===== src/rtl/hf_pkg.sv =====
// Shared types and width helpers for the hysteresis queue.
package hf_pkg;
    typedef enum logic {RST_SYNC = 1'b0, RST_ASYNC = 1'b1} hf_rst_e;
    typedef enum logic [1:0] {THR_CONST = 2'd0, THR_PORT_SPLIT = 2'd1, THR_PORT_SINGLE = 2'd2} hf_thr_e;

    // Bits needed to hold an occupancy from 0 to depth.
    function automatic int hf_cnt_w(input int depth);
        return $clog2(depth + 1);
    endfunction

    // Bits needed to address depth storage slots.
    function automatic int hf_ptr_w(input int depth);
        return (depth > 1) ? $clog2(depth) : 1;
    endfunction
endpackage


===== src/rtl/hf_dreg.sv =====
// Resettable register whose reset style is chosen by parameter.
// Assumes rst_n is active low; INIT is loaded on reset.
module hf_dreg
    import hf_pkg::*;
#(
    parameter int          W        = 1,
    parameter hf_rst_e     RST_KIND = RST_SYNC,
    parameter logic [W-1:0] INIT    = '0
) (
    input  logic         clk,
    input  logic         rst_n,
    input  logic [W-1:0] d,
    output logic [W-1:0] q
);
    generate
        if (RST_KIND == RST_ASYNC) begin : g_async
            // Register with reset acting at once on rst_n falling.
            always_ff @(posedge clk or negedge rst_n) begin
                if (!rst_n) q <= INIT;
                else        q <= d;
            end
        end else begin : g_sync
            // Register with reset sampled at the clock edge.
            always_ff @(posedge clk) begin
                if (!rst_n) q <= INIT;
                else        q <= d;
            end
        end
    endgenerate
endmodule


===== src/rtl/hf_ctrl.sv =====
// Request arbitration, pointers, occupancy and handshake registers.
// A write is taken only when not full and a read only when not empty,
// both judged on the registered occupancy.
module hf_ctrl
    import hf_pkg::*;
#(
    parameter int      DEPTH    = 16,
    parameter hf_rst_e RST_KIND = RST_SYNC,
    localparam int     CW       = hf_cnt_w(DEPTH),
    localparam int     AW       = hf_ptr_w(DEPTH)
) (
    input  logic          clk,
    input  logic          rst_n,
    input  logic          wr_en,
    input  logic          rd_en,
    output logic          wr_go,
    output logic          rd_go,
    output logic [AW-1:0] wr_ptr,
    output logic [AW-1:0] rd_ptr,
    output logic [CW-1:0] occ,
    output logic [CW-1:0] occ_nxt,
    output logic          wr_ack,
    output logic          overflow,
    output logic          rd_valid,
    output logic          underflow
);
    localparam logic [CW-1:0] FULL_C = CW'(DEPTH);
    localparam logic [AW-1:0] LAST_C = AW'(DEPTH - 1);

    logic [AW-1:0] wr_ptr_nxt, rd_ptr_nxt;
    logic [3:0]    hs_nxt, hs_q;

    // Acceptance of each request and the next pointer and occupancy values.
    always_comb begin
        wr_go      = wr_en && (occ != FULL_C);
        rd_go      = rd_en && (occ != '0);
        occ_nxt    = occ + CW'(wr_go) - CW'(rd_go);
        wr_ptr_nxt = wr_ptr;
        rd_ptr_nxt = rd_ptr;
        if (wr_go) wr_ptr_nxt = (wr_ptr == LAST_C) ? '0 : wr_ptr + AW'(1);
        if (rd_go) rd_ptr_nxt = (rd_ptr == LAST_C) ? '0 : rd_ptr + AW'(1);
        hs_nxt     = {wr_go, wr_en && !wr_go, rd_go, rd_en && !rd_go};
    end

    hf_dreg #(.W(CW), .RST_KIND(RST_KIND)) u_occ (.clk(clk), .rst_n(rst_n), .d(occ_nxt),    .q(occ));
    hf_dreg #(.W(AW), .RST_KIND(RST_KIND)) u_wp  (.clk(clk), .rst_n(rst_n), .d(wr_ptr_nxt), .q(wr_ptr));
    hf_dreg #(.W(AW), .RST_KIND(RST_KIND)) u_rp  (.clk(clk), .rst_n(rst_n), .d(rd_ptr_nxt), .q(rd_ptr));
    hf_dreg #(.W(4),  .RST_KIND(RST_KIND)) u_hs  (.clk(clk), .rst_n(rst_n), .d(hs_nxt),     .q(hs_q));

    assign {wr_ack, overflow, rd_valid, underflow} = hs_q;

    // occupancy moves by one in the direction the handshakes report.
    a_r11_occ_up: assert property (@(posedge clk) disable iff (!rst_n)
        (wr_go && !rd_go) |=> (occ == $past(occ) + CW'(1)));
    a_r11_occ_down: assert property (@(posedge clk) disable iff (!rst_n)
        (rd_go && !wr_go) |=> (occ == $past(occ) - CW'(1)));
    // a write on a full queue is refused and reported.
    a_r2_full_refuses: assert property (@(posedge clk) disable iff (!rst_n)
        (occ == FULL_C && wr_en) |=> (overflow && !wr_ack));
    // a read on an empty queue is refused and reported.
    a_r9_empty_refuses: assert property (@(posedge clk) disable iff (!rst_n)
        (occ == '0 && rd_en) |=> (underflow && !rd_valid));
endmodule


===== src/rtl/hf_store.sv =====
// Storage array and registered read-data output.
// Assumes the controller never writes a full array or reads an empty one.
module hf_store
    import hf_pkg::*;
#(
    parameter int      DATA_W   = 8,
    parameter int      DEPTH    = 16,
    parameter hf_rst_e RST_KIND = RST_SYNC,
    localparam int     AW       = hf_ptr_w(DEPTH)
) (
    input  logic              clk,
    input  logic              rst_n,
    input  logic              wr_go,
    input  logic [AW-1:0]     wr_ptr,
    input  logic [DATA_W-1:0] wr_data,
    input  logic              rd_go,
    input  logic [AW-1:0]     rd_ptr,
    output logic [DATA_W-1:0] rd_data
);
    logic [DATA_W-1:0] mem [DEPTH];
    logic [DATA_W-1:0] rd_nxt;

    // Write port of the storage array (no reset needed on contents).
    always_ff @(posedge clk) begin
        if (wr_go) mem[wr_ptr] <= wr_data;
    end

    // Next read word: the addressed slot on a read, otherwise hold.
    always_comb rd_nxt = rd_go ? mem[rd_ptr] : rd_data;

    hf_dreg #(.W(DATA_W), .RST_KIND(RST_KIND)) u_rd (.clk(clk), .rst_n(rst_n), .d(rd_nxt), .q(rd_data));

    // the read word changes only after an accepted read.
    a_r1_rd_hold: assert property (@(posedge clk) disable iff (!rst_n)
        !rd_go |=> $stable(rd_data));
endmodule


===== src/rtl/hf_flags.sv =====
// Exact fill flags and the two watermark flags with hysteresis.
// Watermarks are registered from the next occupancy, so they line up with
// the registered occupancy. Assumes clear <= set for full, set <= clear for
// empty, and DEPTH >= 3.
module hf_flags
    import hf_pkg::*;
#(
    parameter int      DEPTH    = 16,
    parameter hf_rst_e RST_KIND = RST_SYNC,
    parameter hf_thr_e THR_MODE = THR_PORT_SPLIT,
    parameter int      PF_SET_C = 12,
    parameter int      PF_CLR_C = 10,
    parameter int      PE_SET_C = 3,
    parameter int      PE_CLR_C = 5,
    localparam int     CW       = hf_cnt_w(DEPTH)
) (
    input  logic          clk,
    input  logic          rst_n,
    input  logic [CW-1:0] occ,
    input  logic [CW-1:0] occ_nxt,
    input  logic [CW-1:0] pf_set_i,
    input  logic [CW-1:0] pf_clr_i,
    input  logic [CW-1:0] pe_set_i,
    input  logic [CW-1:0] pe_clr_i,
    output logic          full,
    output logic          almost_full,
    output logic          empty,
    output logic          almost_empty,
    output logic          prog_full,
    output logic          prog_empty
);
    localparam logic [CW-1:0] FULL_C = CW'(DEPTH);
    localparam logic [CW-1:0] AF_C   = CW'(DEPTH - 1);

    logic [CW-1:0] pf_set, pf_clr, pe_set, pe_clr;
    logic          pf_nxt, pe_nxt;

    generate
        if (THR_MODE == THR_CONST) begin : g_const
            assign pf_set = CW'(PF_SET_C);
            assign pf_clr = CW'(PF_CLR_C);
            assign pe_set = CW'(PE_SET_C);
            assign pe_clr = CW'(PE_CLR_C);
        end else begin : g_port
            logic [CW-1:0] pf_set_q, pf_clr_q, pe_set_q, pe_clr_q;
            // Capture the threshold ports on every edge while in reset.
            always_ff @(posedge clk) begin
                if (!rst_n) begin
                    pf_set_q <= pf_set_i;
                    pe_set_q <= pe_set_i;
                    pf_clr_q <= (THR_MODE == THR_PORT_SINGLE) ? pf_set_i : pf_clr_i;
                    pe_clr_q <= (THR_MODE == THR_PORT_SINGLE) ? pe_set_i : pe_clr_i;
                end
            end
            assign pf_set = pf_set_q;
            assign pf_clr = pf_clr_q;
            assign pe_set = pe_set_q;
            assign pe_clr = pe_clr_q;
        end
    endgenerate

    // Exact flags decoded from the registered occupancy.
    always_comb begin
        full         = (occ == FULL_C);
        almost_full  = (occ == AF_C);
        empty        = (occ == '0);
        almost_empty = (occ == CW'(1));
    end

    // Hysteresis: set above one level, clear beyond the other, else hold.
    always_comb begin
        if (occ_nxt >= pf_set)      pf_nxt = 1'b1;
        else if (occ_nxt < pf_clr)  pf_nxt = 1'b0;
        else                        pf_nxt = prog_full;
        if (occ_nxt <= pe_set)      pe_nxt = 1'b1;
        else if (occ_nxt > pe_clr)  pe_nxt = 1'b0;
        else                        pe_nxt = prog_empty;
    end

    hf_dreg #(.W(1), .RST_KIND(RST_KIND), .INIT(1'b0)) u_pf (.clk(clk), .rst_n(rst_n), .d(pf_nxt), .q(prog_full));
    hf_dreg #(.W(1), .RST_KIND(RST_KIND), .INIT(1'b1)) u_pe (.clk(clk), .rst_n(rst_n), .d(pe_nxt), .q(prog_empty));

    // at most one of the four exact flags is ever high.
    a_r3_exact_onehot: assert property (@(posedge clk) disable iff (!rst_n)
        $onehot0({full, almost_full, almost_empty, empty}));
    // the full watermark rises only at or above the set level.
    a_r4_pf_rise: assert property (@(posedge clk) disable iff (!rst_n)
        $rose(prog_full) |-> (occ >= pf_set));
    // the full watermark falls only below the clear level.
    a_r4_pf_fall: assert property (@(posedge clk) disable iff (!rst_n)
        $fell(prog_full) |-> (occ < pf_clr));
    // the empty watermark rises only at or below the set level.
    a_r5_pe_rise: assert property (@(posedge clk) disable iff (!rst_n)
        $rose(prog_empty) |-> (occ <= pe_set));
    // the empty watermark falls only above the clear level.
    a_r5_pe_fall: assert property (@(posedge clk) disable iff (!rst_n)
        $fell(prog_empty) |-> (occ > pe_clr));
endmodule


===== src/rtl/hyst_fifo.sv =====
// Top level: single-clock queue with exact flags, hysteresis watermarks,
// narrowed fill count and one-cycle-late handshakes.
// Assumes COUNT_W <= ceil(log2(DEPTH+1)) and DEPTH >= 3.
module hyst_fifo
    import hf_pkg::*;
#(
    parameter int      DATA_W   = 8,
    parameter int      DEPTH    = 16,
    parameter int      COUNT_W  = hf_cnt_w(DEPTH),
    parameter hf_rst_e RST_KIND = RST_SYNC,
    parameter hf_thr_e THR_MODE = THR_PORT_SPLIT,
    parameter int      PF_SET_C = 12,
    parameter int      PF_CLR_C = 10,
    parameter int      PE_SET_C = 3,
    parameter int      PE_CLR_C = 5
) (
    input  logic                         clk,
    input  logic                         rst_n,
    input  logic                         wr_en,
    input  logic [DATA_W-1:0]            wr_data,
    input  logic                         rd_en,
    input  logic [hf_cnt_w(DEPTH)-1:0]   pf_thr_set,
    input  logic [hf_cnt_w(DEPTH)-1:0]   pf_thr_clr,
    input  logic [hf_cnt_w(DEPTH)-1:0]   pe_thr_set,
    input  logic [hf_cnt_w(DEPTH)-1:0]   pe_thr_clr,
    output logic [DATA_W-1:0]            rd_data,
    output logic                         full,
    output logic                         almost_full,
    output logic                         prog_full,
    output logic                         empty,
    output logic                         almost_empty,
    output logic                         prog_empty,
    output logic [COUNT_W-1:0]           fill_count,
    output logic                         wr_ack,
    output logic                         overflow,
    output logic                         rd_valid,
    output logic                         underflow
);
    localparam int CW = hf_cnt_w(DEPTH);
    localparam int AW = hf_ptr_w(DEPTH);

    logic          wr_go, rd_go;
    logic [AW-1:0] wr_ptr, rd_ptr;
    logic [CW-1:0] occ, occ_nxt;

    hf_ctrl #(.DEPTH(DEPTH), .RST_KIND(RST_KIND)) u_ctrl (
        .clk(clk), .rst_n(rst_n), .wr_en(wr_en), .rd_en(rd_en),
        .wr_go(wr_go), .rd_go(rd_go), .wr_ptr(wr_ptr), .rd_ptr(rd_ptr),
        .occ(occ), .occ_nxt(occ_nxt), .wr_ack(wr_ack), .overflow(overflow),
        .rd_valid(rd_valid), .underflow(underflow)
    );

    hf_store #(.DATA_W(DATA_W), .DEPTH(DEPTH), .RST_KIND(RST_KIND)) u_store (
        .clk(clk), .rst_n(rst_n), .wr_go(wr_go), .wr_ptr(wr_ptr), .wr_data(wr_data),
        .rd_go(rd_go), .rd_ptr(rd_ptr), .rd_data(rd_data)
    );

    hf_flags #(
        .DEPTH(DEPTH), .RST_KIND(RST_KIND), .THR_MODE(THR_MODE),
        .PF_SET_C(PF_SET_C), .PF_CLR_C(PF_CLR_C), .PE_SET_C(PE_SET_C), .PE_CLR_C(PE_CLR_C)
    ) u_flags (
        .clk(clk), .rst_n(rst_n), .occ(occ), .occ_nxt(occ_nxt),
        .pf_set_i(pf_thr_set), .pf_clr_i(pf_thr_clr), .pe_set_i(pe_thr_set), .pe_clr_i(pe_thr_clr),
        .full(full), .almost_full(almost_full), .empty(empty), .almost_empty(almost_empty),
        .prog_full(prog_full), .prog_empty(prog_empty)
    );

    // Narrowed count keeps the most significant occupancy bits.
    assign fill_count = occ[CW-1 -: COUNT_W];
endmodule


===== config.mk =====
export PLATFORM = sky130hd
export DESIGN_NAME = hyst_fifo
export DESIGN_NICKNAME = d
export VERILOG_FILES = /design/src/rtl/hf_pkg.sv /design/src/rtl/hf_dreg.sv /design/src/rtl/hf_ctrl.sv /design/src/rtl/hf_store.sv /design/src/rtl/hf_flags.sv /design/src/rtl/hyst_fifo.sv
export SDC_FILE = /design/constraint.sdc
export NUM_CORES = 1
export LEC_CHECK = 0
export BUFFER_PORTS_ARGS = -buffer_cell sky130_fd_sc_hd__buf_2
export CORE_AREA = 5 5 117 119
export CTS_CLUSTER_SIZE = 24
export DETAILED_ROUTE_END_ITERATION = 10
export DIE_AREA = 0 0 122 124
export HOLD_SLACK_MARGIN = 0.05
export PLACE_DENSITY = 0.78
export RECOVER_POWER = 25
export SYNTH_ARGS = -nofsm -noshare
export SYNTH_HDL_FRONTEND = slang
export SYNTH_SLANG_ARGS = --single-unit

===== constraint.sdc =====
create_clock -name clk -period 3.9 [get_ports clk]
set_input_delay 0.78 -clock clk [delete_from_list [all_inputs] [get_ports clk]]
set_output_delay 0.78 -clock clk [all_outputs]
set_load 0.1 [all_outputs]

==> results of run 1 <==
[worst max-delay path: cells and delay by family, from the launching register on]
kind	cells	cell delay, ns
flip-flops	1	0.36
XOR/XNOR	1	0.29
buffers and inverters	3	0.17
adder cells (fa/ha/maj)	5	1.24
AND/OR/NAND/NOR	3	0.59
AO/OA/AOI/OAI	4	0.91
[cell type report]
cell class | instances | area, um2 | area share
Sequential cell | 175 | 5000 | 0.595
Multi-Input combinational cell | 196 | 2130 | 0.253
Clock buffer | 20 | 437 | 0.0520
Timing Repair Buffer | 68 | 369 | 0.0439
Tap cell | 172 | 215 | 0.0256
Inverter | 33 | 131 | 0.0156
Clock inverter | 12 | 128 | 0.0152
[cells by family after synthesis]
logic type | share of synthesized area
simple gates | 0.0559
mux | 0.126
fa+ha+maj | 0.0558
xor+xnor | 0.00718
buf+inv | 0.0375
flops | 0.681
compound gates | 0.0363
[metal layers]
layer	vias to the layer above	GRT usage
li1	1787	-
met1	1981	0.257
met2	200	0.350
met3	45	0.0590
met4	0	0.0945
met5	-	0
[metrics by stage]
stage	cells	total power, mW	utilization	instance area, um2
2_1_floorplan	421	3.85	-	7410
3_3_place_gp	644	4.20	0.630	7850
3_5_place_dp	644	4.28	0.630	7850
4_1_cts	676	5.90	0.675	8410
5_1_grt	676	6.16	0.674	8410
6_report	676	5.87	0.674	8410
[layout by cell type, fill, tap and decap left out, types with 11 or more instances in the layout]
cell / count
dfxtp_1: 21
mux4_1: 11
ha_1: 28
buf_4: 14
nand3_1: 12
clkbuf_16: 17
mux2i_1: 16
nor2_1: 14
buf_2: 49
inv_1: 28
a21oi_1: 14
mux4_2: 21
edfxtp_1: 148
nand2_1: 12
[state kept, by name, summed over array words and instances (netlist names), 5 cells and up]
signal                   cells
u_ctrl.u_occ.q               5
u_store.mem                128
u_store.u_rd.q               8
u_flags.g_port.pe_clr_q      5
u_flags.g_port.pf_set_q      5
u_flags.g_port.pe_set_q      5
u_flags.g_port.pf_clr_q      5
[where the power goes]
group          total [mW]  switching, mW  internal (mW)
registers            2.27          0.110           2.16
clock network        1.61          0.711          0.897
logic                1.99           1.28          0.707
total                5.87           2.10           3.76
[worst paths after layout]
path / to / start / slack (ns) / depth (start not counted)
max: u_flags.u_pf.q / u_ctrl.u_occ.q[3] / 0.21 / 16
min: u_store.u_rd.q[4] / u_store.u_rd.q[4] / 0.50 / 2
max reg2reg: u_flags.u_pf.q / u_ctrl.u_occ.q[3] / 0.21 / 16
min reg2reg: u_store.u_rd.q[4] / u_store.u_rd.q[4] / 0.50 / 2
==> results.ini, run 1 <==
[status]
status=completed

[logic_synthesis]
synth_edf_count=148
synthCells=421
seq_area_frac_synth=0.681
ys_ff_latch=175
synth_ff_type=edfxtp_1
synth.top_cell.area_share=0.607
avgSynthCellArea_um2=17.4
synth_area_um2=7320
synthTopCellsByArea=edfxtp_1 61%, dfxtp_1 7.4%, mux4_2 6.5%, ha_1 5.3%, mux4_1 4.0%
synth_common_cells=148 x edfxtp_1, 31 x ha_1, 31 x inv_1
synth_cell_type_count=46
synth_most_common_cell=edfxtp_1
yosys.area.top_type=edfxtp_1
synth_fp_nets=485
yosys_warnings=0
synthArstFlopShare=0

[final_layout]
drive_above_1_share=0.274
insertedDiodeCount=0
nets=555
fillCellCount=816
syn_to_final_growth_pct=14.9

[floorplanning]
io_pins=55
fp-row-count=41
start_util=0.587
die_h_um=124
die_area_um2=15100
die_w_um=122
core_um2=12500

[critical_path]
path_common_cell=ha_4
critPathArrivalTime_ns=4.00
critical_path_class=flop to flop
cp_data_required_time_ns=4.21
crit_chain=inv_4, ha_4, nor4b_4, nand2b_4, inv_4, ha_4, inv_2, ha_4, fa_2, xor2_2, ha_1, a21o_1, a21o_1, a211o_1, a221oi_2, nor2_1
max_stage_delay_ns=0.39
cp_max_fo=14
critPathLaunchType=flop
endpoint_kind=flop
cp_slowest_cell=fa_2

[drt]
met3_length_um=1390
wl_met2_um=7360
wirelength_um=14800
initialDrtViolationCount=423
wl_met1_um=5620
routed_via_density=5.94
drc=0
first_pass_iters=6
top_layer=met4
wire_per_inst_um=21.9
postRouteAntennaNets=0
num_vias=4013

[cts]
cts_hold_buf=0
clk_pin_slew_ns=0.06
numCtsBuffers=17
post_cts_buffers=0
cts_tree=yes
cts_buffer_depth=2
cts.sinks=175
cts_root_buffer=clkbuf_16
post_cts_resized=0
clk_latency_ns=0.43
htreeDepth=4

[pwr]
power_leakage_nw=3.04
vdd_drop_max_mv=0.506
powerDensity_nw_per_um2=698

[grt]
grt_usage=0.210
grt-ovfl-total=0
grt_pass1_vias=4081
grt_max_degree=36
grt_pass1_wl_um=22600
antenna_found_initial=0

[timing]
rsz0062_at_grt=no
final_critical_path_setup_slack_ns=0.207
period_share=0.947
worstMarginPinSlew_ns=1.11
hold_violations=0
fmax_mhz=271
slew_headroom=0.260
slew_viol_final=0
skew_ns=0.00681
setup_viol=0
timing.setup.tns_ns=0
period_needed_ns=3.69
fin_hold_ws_ns=0.499

[flow_run]
drv_cap=0

[place]
place.gp.congestion=0.897
place_hpwl_um=9270
io_buffers=54
place_ws_ns=0.126

[worst_hold_path]
hold_path_class=flop to flop

No activity file was read; power rests on OpenSTA's default activity.
==> run 2, diff against run 1 <==
--- a/config.mk
+++ b/config.mk
@@ -11,8 +11,9 @@
 export DETAILED_ROUTE_END_ITERATION = 10
 export DIE_AREA = 0 0 122 124
 export HOLD_SLACK_MARGIN = 0.05
-export PLACE_DENSITY = 0.78
+export PLACE_DENSITY = 0.79
 export RECOVER_POWER = 25
 export SYNTH_ARGS = -nofsm -noshare
 export SYNTH_HDL_FRONTEND = slang
+export SYNTH_HIERARCHICAL = 1
 export SYNTH_SLANG_ARGS = --single-unit
==> results.ini, run 2 <==
[timing]
period_needed_ns=3.79  ; +0.0957 ns
slew_headroom=0.218  ; -0.0422
timing.setup.tns_ns=0  ; unchanged
worstMarginPinSlew_ns=1.17  ; +0.0631 ns
skew_ns=0.00816  ; +0.00135 ns
setup_viol=0  ; unchanged
slew_viol_final=0  ; unchanged
period_share=0.971  ; +0.0245
hold_violations=0  ; unchanged
fmax_mhz=264  ; -2.5%

[floorplanning]
die_area_um2=15100  ; unchanged
io_pins=55  ; unchanged
die_h_um=124  ; unchanged
start_util=0.593  ; +0.00602
fp-row-count=41  ; unchanged
die_w_um=122  ; unchanged
core_um2=12500  ; unchanged

[pwr]
clock_power_share=0.275  ; about the same
powerDensity_nw_per_um2=758  ; +8.6%
p_int_mw=4.32  ; +15%
p_total_mw=6.58  ; +12%
pwr-share-comb=0.378  ; +0.039
power_leakage_nw=3.20  ; +5.3%
vdd_drop_max_mv=0.985  ; +95%
p_sw_mw=2.26  ; +7.4%
seqPwrFrac=0.348  ; -0.039
p_sw_frac=0.343  ; -0.0155

[logic_synthesis]
yosys.area.top_type=edfxtp_1
ys_ff_latch=175  ; unchanged
synth_fp_nets=494  ; +1.9%
seq_area_frac_synth=0.674  ; -0.00692
synth_ff_type=edfxtp_1
synth_edf_count=148  ; unchanged
yosys_warnings=6  ; +6
synth_area_um2=7390  ; +1.0%
synth_common_cells=148 x edfxtp_1, 29 x inv_1, 28 x and2_1
synthArstFlopShare=0  ; unchanged
avgSynthCellArea_um2=17.0  ; -2.0%
synth_cell_type_count=51  ; +11%
synthTopCellsByArea=edfxtp_1 60%, mux4_2 7.9%, dfxtp_1 7.3%, ha_1 4.6%, and2_1 2.4%
synth.top_cell.area_share=0.601  ; -0.00617
synthCells=434  ; +3.1%
synth_most_common_cell=edfxtp_1

[cts]
cts_tree=yes
numCtsBuffers=17  ; unchanged
clk_latency_ns=0.43  ; about the same
cts_buffer_depth=2  ; unchanged
cts_hold_buf=0  ; unchanged
clk_pin_slew_ns=0.06  ; about the same
cts.sinks=175  ; unchanged
cts_root_buffer=clkbuf_16
htreeDepth=4  ; unchanged

[final_layout]
fin_area_um2=8680  ; +3.3%
layout_common_cells=148 x edfxtp_1, 48 x buf_2, 28 x and2_1
layout_commonest_cell=edfxtp_1
insertedDiodeCount=0  ; unchanged
largest_reg_flops=128  ; unchanged
syn_to_final_growth_pct=17.5
nets=580  ; +4.5%
drive_above_1_share=0.306  ; +0.0320
largestRegisters=u_store/mem (128), u_store/u_rd/q (8)
fin_util=0.696  ; +0.0222
top_register=u_store/mem

[worst_hold_path]
hold_path_class=primary input to flop
min_to=u_flags/g_port.pf_set_q[1]
holdPathStages=1  ; -1
hold_start=pf_thr_set[1]

[critical_path]
critPathArrivalTime_ns=4.08  ; +0.08 ns
r2r_cells=19  ; +3
cp_max_fo=5  ; -9
critPathLaunchType=flop
reg2reg_to=u_flags/u_pe/q
critical_path_class=flop to flop
cp_data_required_time_ns=4.19  ; -0.02 ns
endpoint_kind=flop
r2r_slack_ns=0.11  ; -0.10 ns
max_stage_delay_ns=0.49  ; +0.10 ns
cp_slowest_cell=or4b_4
r2r-start=u_ctrl/u_occ/q[2]
crit_chain=inv_4, ha_4, or4b_4, nand2_4, inv_1, ha_1, inv_1, ha_2, inv_2, fa_2, nand2b_4, a21oi_4, xnor2_4, buf_6, ha_1, nand2_1, o21bai_1, a211o_1, nand2b_1

[grt]
top_usage_layer=met2
grt_usage=0.211  ; +0.00119
gr-usage-met3=0.0445  ; -0.0145
grt-ovfl-total=0  ; unchanged
gr-usage-met2=0.354  ; +0.00345
antenna_found_initial=0  ; unchanged
grt_max_degree=31  ; -14%
grt_pass1_vias=4296  ; +5.3%
grt_pass1_wl_um=23100  ; +2.0%
use_met1=0.276  ; +0.0186

[flow_run]
drv_cap=0  ; unchanged

[drt]
initialDrtViolationCount=463  ; +9.5%
drc=0  ; unchanged
routed_via_density=5.79  ; -2.5%
wirelength_um=14800  ; -0.39%
first_pass_iters=4  ; -2
postRouteAntennaNets=0  ; unchanged
wire_per_inst_um=20.9  ; -4.5%
num_vias=4079  ; +1.6%

[place]
place_hpwl_um=9270  ; about the same
io_buffers=54  ; unchanged
place.gp.congestion=0.801  ; -11%
postPlaceCellArea_um2=7890  ; +0.53%

[status]
status=completed

==> run 2: kinds of logic after synthesis <==
| logic type | synth area share |
|---|---|
| compound gates | 0.0471 |
| xor+xnor | 0.00711 |
| fa+ha+maj | 0.0484 |
| buf+inv | 0.0322 |
| flops | 0.674 |
| mux | 0.117 |
| simple gates | 0.0733 |
==> run 2: routing by layer <==
layer  part of all wire  up-vias  routed length (um)
met3              0.062       28                 917
met1               0.41     2038                6100
met2               0.50      151                7410
met4              0.023        0                 341
li1                   -     1862                   -
met5                  0        -                   0
==> run 2: power by group through the flow <==
stage	sequential, mW	combinational (mW)	clock (mW)
6_report	2.29	2.48	1.81
5_1_grt	2.31	2.66	1.93
4_1_cts	2.29	2.17	1.83
3_5_place_dp	2.33	2.05	0
3_3_place_gp	2.32	1.99	0
2_1_floorplan	2.70	1.22	0
==> run 2: metrics by stage <==
step / setup slack (ns) / hold slack (ns) / instances
2_1_floorplan: 0.0843 / 0.596 / 434
3_3_place_gp: 0.0775 / 0.637 / 663
3_5_place_dp: -0.0696 / 0.645 / 663
4_1_cts: 0.0286 / 0.513 / 697
5_1_grt: -0.0125 / 0.510 / 705
6_report: 0.112 / 0.528 / 705
==> run 2: worst max path at each step <==
stage	cells past startpoint	endpoint	slack, ns	start
floorplan	18	u_flags/u_pf/q	0.08	u_ctrl/u_occ/q[2]
global placement	18	u_flags/u_pf/q	0.08	u_ctrl/u_occ/q[3]
finish	19	u_flags/u_pe/q	0.11	u_ctrl/u_occ/q[2]
detailed placement	19	u_flags/u_pe/q	-0.07	u_ctrl/u_occ/q[3]
CTS	19	u_flags/u_pe/q	0.03	u_ctrl/u_occ/q[3]
global route	19	u_flags/u_pe/q	-0.01	u_ctrl/u_occ/q[2]
==> run 2: worst max-delay path, delay by kind of cell, from the launching register on <==
| family | cells | cell delay, ns |
|---|---|---|
| flops | 1 | 0.35 |
| fa+ha+maj | 5 | 1.26 |
| simple gates | 5 | 0.95 |
| buf+inv | 5 | 0.36 |
| compound gates | 3 | 0.59 |
| xor+xnor | 1 | 0.12 |
==> run 2: final cells by class <==
type / instances / area [um2]
Tap cell: 172 / 215
Fill cell: 800 / 3780
Clock buffer: 20 / 447
Timing Repair Buffer: 81 / 469
Clock inverter: 12 / 190
Multi-Input combinational cell: 216 / 2250
Sequential cell: 175 / 5000
Inverter: 29 / 114
==> run 2: repair_timing <==
| action | in CTS | in global routing |
|---|---|---|
| setup endpoints to repair | 2 | 2 |
| setup buffers | 2 | 8 |
| gates cloned | 0 | 0 |
| gates resized for setup | 6 | 12 |
| pin swaps | 3 | 7 |
